### src/rtl/osc_stop_pkg.sv
package osc_stop_pkg;
  localparam int NUM_SRC = 3;
  localparam int SRC_EXT = 0;
  localparam int SRC_SUB = 1;
  localparam int SRC_HI  = 2;
  localparam int DATA_W  = 8;
  // reset: external and sub-system stopped, on-die running
  localparam logic [NUM_SRC-1:0] STOP_RESET = 3'b011;

  typedef struct packed {
    logic [NUM_SRC-1:0] load;
    logic               errSet;
  } stop_strobe_t;

  // register bit that carries the stop control of each source
  function automatic int bitPos(input int src);
    case (src)
      SRC_EXT: return 7;
      SRC_SUB: return 6;
      default: return 0;
    endcase
  endfunction
endpackage

### src/rtl/osc_stop_ctrl_unit.sv
module osc_stop_ctrl_unit
  import osc_stop_pkg::*;
#(
  parameter int ADDR_W = 8,
  parameter logic [ADDR_W-1:0] REG_ADDR = 8'h21
) (
  input  logic               clk,
  input  logic               rstN,
  input  logic [ADDR_W-1:0]  busAddr,
  input  logic               busWe,
  input  logic [DATA_W-1:0]  busWdata,
  input  logic               modeWrPulse,
  input  logic               selSubClk,
  input  logic               mainIsExt,
  input  logic [NUM_SRC-1:0] stopState,
  output logic               addrHit,
  output stop_strobe_t       strobe
);
  logic cfgDoneQ;
  logic acceptWr;
  logic [NUM_SRC-1:0] allow;
  logic [NUM_SRC-1:0] blocked;

  always_ff @(posedge clk or negedge rstN) begin
    if (!rstN)            cfgDoneQ <= 1'b0;
    else if (modeWrPulse) cfgDoneQ <= 1'b1;
  end

  assign addrHit  = (busAddr == REG_ADDR);
  assign acceptWr = busWe && addrHit && cfgDoneQ;

  // a source may be stopped only while it is not the CPU clock
  always_comb begin
    allow[SRC_EXT] = selSubClk || !mainIsExt;
    allow[SRC_SUB] = !selSubClk;
    allow[SRC_HI]  = selSubClk || mainIsExt;
  end

  for (genvar i = 0; i < NUM_SRC; i++) begin : g_src
    localparam int POS = bitPos(i);
    assign blocked[i]     = acceptWr && busWdata[POS] && !allow[i] && !stopState[i];
    assign strobe.load[i] = acceptWr && !blocked[i];
  end

  assign strobe.errSet = |blocked;

  assert_write_gate_R3: assert property (@(posedge clk) disable iff (!rstN)
    !cfgDoneQ |=> $stable(stopState));
  assert_ext_interlock_R4: assert property (@(posedge clk) disable iff (!rstN)
    $rose(stopState[SRC_EXT]) |-> $past(selSubClk || !mainIsExt));
  assert_sub_interlock_R5: assert property (@(posedge clk) disable iff (!rstN)
    $rose(stopState[SRC_SUB]) |-> $past(!selSubClk));
  assert_hi_interlock_R6: assert property (@(posedge clk) disable iff (!rstN)
    $rose(stopState[SRC_HI]) |-> $past(selSubClk || mainIsExt));
  assert_start_accepted_R8: assert property (@(posedge clk) disable iff (!rstN)
    (acceptWr && !busWdata[bitPos(SRC_EXT)]) |=> !stopState[SRC_EXT]);
endmodule

### src/rtl/osc_stop_datapath.sv
module osc_stop_datapath
  import osc_stop_pkg::*;
(
  input  logic               clk,
  input  logic               rstN,
  input  stop_strobe_t       strobe,
  input  logic [DATA_W-1:0]  busWdata,
  input  logic               addrHit,
  output logic [NUM_SRC-1:0] stopQ,
  output logic               errQ,
  output logic [DATA_W-1:0]  busRdata
);
  for (genvar i = 0; i < NUM_SRC; i++) begin : g_bit
    localparam int POS = bitPos(i);
    always_ff @(posedge clk or negedge rstN) begin
      if (!rstN)               stopQ[i] <= STOP_RESET[i];
      else if (strobe.load[i]) stopQ[i] <= busWdata[POS];
    end
  end

  always_ff @(posedge clk or negedge rstN) begin
    if (!rstN)              errQ <= 1'b0;
    else if (strobe.errSet) errQ <= 1'b1;
  end

  always_comb begin
    busRdata = '0;
    if (addrHit) begin
      for (int i = 0; i < NUM_SRC; i++) busRdata[bitPos(i)] = stopQ[i];
    end
  end

  assert_err_sticky_R7: assert property (@(posedge clk) disable iff (!rstN)
    errQ |=> errQ);
  assert_reserved_zero_R2: assert property (@(posedge clk) disable iff (!rstN)
    busRdata[5:1] == '0);
  assert_miss_reads_zero_R9: assert property (@(posedge clk) disable iff (!rstN)
    !addrHit |-> busRdata == '0);
  assert_change_on_load_R10: assert property (@(posedge clk) disable iff (!rstN)
    !$stable(stopQ) |-> $past(|strobe.load));
endmodule

### src/rtl/osc_stop_ctrl.sv
module osc_stop_ctrl
  import osc_stop_pkg::*;
#(
  parameter int ADDR_W = 8,
  parameter logic [ADDR_W-1:0] REG_ADDR = 8'h21
) (
  input  logic              clk,
  input  logic              rstN,
  input  logic [ADDR_W-1:0] busAddr,
  input  logic              busWe,
  input  logic [7:0]        busWdata,
  output logic [7:0]        busRdata,
  input  logic              modeWrPulse,
  input  logic              selSubClk,
  input  logic              mainIsExt,
  output logic              extStop,
  output logic              subStop,
  output logic              hiStop,
  output logic              blockErr
);
  stop_strobe_t       strobe;
  logic               addrHit;
  logic [NUM_SRC-1:0] stopQ;

  osc_stop_ctrl_unit #(.ADDR_W(ADDR_W), .REG_ADDR(REG_ADDR)) u_ctrl (
    .clk(clk), .rstN(rstN), .busAddr(busAddr), .busWe(busWe),
    .busWdata(busWdata), .modeWrPulse(modeWrPulse), .selSubClk(selSubClk),
    .mainIsExt(mainIsExt), .stopState(stopQ), .addrHit(addrHit), .strobe(strobe)
  );

  osc_stop_datapath u_dp (
    .clk(clk), .rstN(rstN), .strobe(strobe), .busWdata(busWdata),
    .addrHit(addrHit), .stopQ(stopQ), .errQ(blockErr), .busRdata(busRdata)
  );

  assign extStop = stopQ[SRC_EXT];
  assign subStop = stopQ[SRC_SUB];
  assign hiStop  = stopQ[SRC_HI];

  assert_reset_state_R1: assert property (@(posedge clk)
    $rose(rstN) |-> (extStop && subStop && !hiStop && !blockErr));
endmodule

### config.mk
export PLATFORM = sky130hd
export DESIGN_NAME = osc_stop_ctrl
export DESIGN_NICKNAME = d
export VERILOG_FILES = /design/src/rtl/osc_stop_pkg.sv /design/src/rtl/osc_stop_ctrl_unit.sv /design/src/rtl/osc_stop_datapath.sv /design/src/rtl/osc_stop_ctrl.sv
export SDC_FILE = /design/constraint.sdc
export NUM_CORES = 1
export LEC_CHECK = 0
export BUFFER_PORTS_ARGS = -buffer_cell sky130_fd_sc_hd__buf_4
export CELL_PAD_IN_SITES_DETAIL_PLACEMENT = 0
export CELL_PAD_IN_SITES_GLOBAL_PLACEMENT = 2
export CORE_MARGIN = 10
export CORE_UTILIZATION = 18
export CTS_CLUSTER_DIAMETER = 200
export DETAILED_ROUTE_END_ITERATION = 8
export HOLD_SLACK_MARGIN = 0.05
export PLACE_DENSITY_LB_ADDON = 0.1
export SETUP_SLACK_MARGIN = 0.4
export SLEW_MARGIN = 20
export SYNTH_ARGS = -nofsm -noshare
export SYNTH_HDL_FRONTEND = slang
export SYNTH_SLANG_ARGS = --single-unit
### constraint.sdc
create_clock -name clk -period 1.85 [get_ports clk]
set_input_delay 0.555 -clock clk [delete_from_list [all_inputs] [get_ports clk]]
set_output_delay 0.555 -clock clk [all_outputs]
set_load 0.03 [all_outputs]
==> run summary <==
Outcome: finished with violations
Failing checks: setup timing
Area Growth Syn to Fin: 77.55%
FP Rows: 16
Total gr overflow: 0
Worst-path fanout max: 4
Cell depth of the worst setup path: 4
Sequential area share after synthesis: 0.3469
Slowest CP cell: nor4b_4
Final ANT Viol Nets: 0
CTS tree: yes
Register bit count reported by yosys: 5
Max incr delay on CP: 340 ps
Proportion of synthesized area in mux cells: 0.04082
Cell count after placement: 81
Unique masters post-synth: 18
Die H: 65.21 um
Largest net degree at the start of global routing: 6
Maximum vdd drop: 242.4 uV
Critical Path Source: busAddr[6]
Io pins: 34
Number of I/O port buffers: 23
Non-Filler Instances: 86
Post-Syn Instances: 30
Fraction of layout cells with a size suffix above 1: 0.6610
DR DRC count: 0
Synth Cell Area: 367.9 um^2
Worst R2R Start: u_dp.stopQ[0]
Synth Area in Adders: 0
First-pass GRT wire length: 1718 um
Lkg Pwr: 0.0002983 uW
Max Cap Viol: 0
Avg Cell Area, Syn: 12.26 um^2
Worst Reg-to-Reg Cells: 3
WL/cell: 12.97 um
CP Data Arrival Time: 1350 ps
Min Tclk post-route: 1909 ps
Die width: 65.21 um
Most frequent cells in the layout: buf_4, buf_6, conb_1
Pwr Total: 330.9 uW
Worst-skew pair later-pin latency: 230 ps
Critical R2R Capture: u_dp.errQ
Slew Viols, Final: 0
Ordered cell list for the critical path: buf_6, nor4b_4, and3_4, buf_6
Synthesis Warnings: 0
Crit end category: output pin
Routed via count: 334
Die area: 4252 um^2
RD Place Congestion: 0.6727
Vias in the first global route: 374
Most used cell, CP: buf_6
Post-Route WL: 1115 um
Setup crit start kind: input port
Flop-to-flop setup slack: 670 ps
Max Buffers Root-to-Sink: 2
Starting DRC count in detailed routing: 6
# fillers: 220
Complex-gate fraction of the synthesized area: 0.1224
CP top delay family: simple AND/OR/NAND/NOR gates
Setup violations, final: 3
CP required: 1290 ps
CTS root buffer: clkbuf_4
1st-pass router iterations: 2
Hold Fails Final Rpt: 0
Final period util: 1.032
Clock skew: 1.823 ps
Total GRT Usage: 0.05086
Drt via density: 3.884
Unrepaired setup endpoints after global routing: yes
Clk sinks: 5
Core area: 1962 um^2
Xor/xnor share of the synthesized area: 0
CP Capture Point: busRdata[0]
Nets: 82
Hold-fix buffers, CTS: 0
CP bufs+invs: 2
Reg clk slew, reported paths: 40 ps
Achievable frequency: 0.5239 GHz
Most common cell after layout, fill and taps aside: buf_4
Largest family of logic cells by synthesized area: simple AND/OR/NAND/NOR gates
Final design instance area without fill: 653.1 um^2
# H-tree levels: 1
N_diodes: 0
Initial antenna violation count: 0
Setup ws final: -58.61 ps
Number of buffers created by CTS: 3
Initial Utilization: 0.1875
P per Cell Area: 506.6 nW/um^2
Simple-gate share of the synthesized area: 0.3776
Placed Area: 578.1 um^2
Crit Path Class: in -> out
Tightest Hold Check Type: in -> async
## layout make-up
cell class                      count  area [um^2]  area share
Multi-Input combinational cell     24        229.0      0.3506
Tap cell                           27        33.78     0.05172
Timing Repair Buffer               26        236.5      0.3621
Clock buffer                        4        26.28     0.04023
Sequential cell                     5        127.6      0.1954
## worst register-to-register path, delay by kind of cell (launching register included)
kind | cells | cell delay, ps
flops | 1 | 560
simple gates | 1 | 70
compound gates | 2 | 420
## report_power, final
group | internal, uW | switching [uW] | leakage (uW)
Sequential | 116 | 4.07 | 0.0000569
Combinational | 45.1 | 44.3 | 0.000226
Clock | 81.3 | 40.5 | 0.0000150
Total | 242 | 88.9 | 0.000298
## state kept, by name, summed over array words and instances, names as in the netlist
| register | count |
|---|---|
| u_dp.stopQ | 3 |
| u_ctrl.cfgDoneQ | 1 |
| u_dp.errQ | 1 |
## kinds of logic (layout without fill, tap and decap cells)
family | count (synthesis) | count (layout)
buf+inv | 5 | 30
flops | 5 | 5
other cells | 1 | 5
compound gates | 5 | 5
simple gates | 13 | 13
mux | 1 | 1
## Yosys cell counts, drive strengths merged
| library cell | number | area share |
|---|---|---|
| nor3b | 1 | 0.020 |
| nor4b | 3 | 0.15 |
| and2 | 1 | 0.017 |
| o2111a | 1 | 0.031 |
| o22a | 2 | 0.048 |
| and3 | 3 | 0.061 |
| conb | 1 | 0.010 |
| o21bai | 1 | 0.020 |
| a221oi | 1 | 0.024 |
| dfstp | 2 | 0.14 |
| nor2b | 2 | 0.034 |
| and4b | 1 | 0.027 |
| or2 | 1 | 0.017 |
| buf | 5 | 0.10 |
| dfrtp | 3 | 0.20 |
| nand3 | 1 | 0.048 |
| mux2 | 1 | 0.041 |
## metrics by stage
| step | hold slack (ps) | setup slack, ps | TNS (ps) | utilization |
|---|---|---|---|---|
| floorplan | 259.4 | 29.61 | 0 | - |
| global placement | 357.9 | -121.2 | -358.6 | 0.2946 |
| detailed placement | 359.9 | -122.0 | -359.9 | 0.2946 |
| CTS | 106.0 | -81.28 | -238.7 | 0.3291 |
| global route | 108.2 | -127.3 | -373.4 | 0.3329 |
| finish | 112.7 | -58.61 | -172.5 | 0.3329 |
## how the worst min path moves through the flow
| stage | from | depth (start not counted) | to |
|---|---|---|---|
| 2_1_floorplan | rstN | 0 | u_ctrl.cfgDoneQ |
| 3_3_place_gp | rstN | 1 | u_dp.errQ |
| 3_5_place_dp | rstN | 1 | u_dp.errQ |
| 4_1_cts | rstN | 1 | u_dp.errQ |
| 5_1_grt | rstN | 1 | u_dp.stopQ[2] |
| 6_report | rstN | 1 | u_dp.stopQ[2] |
## repair_timing
action / 4_1_cts / 5_1_grt
pin swaps: 5 / 3
setup endpoints to repair: 6 / 8
buffers inserted: 1 / 0
gates resized for setup: 9 / 2
hold endpoints to repair: 0 / 0
cloned: 0 / 0
## per-layer routing
layer / track usage / routed length, um / vias up
li1: - / - / 162
met1: 0.05067 / 415 / 151
met2: 0.07805 / 542 / 19
met3: 0.03220 / 152 / 2
met4: 0.03209 / 5 / 0
met5: 0 / 0 / -
(Power assumes the default switching activity.)
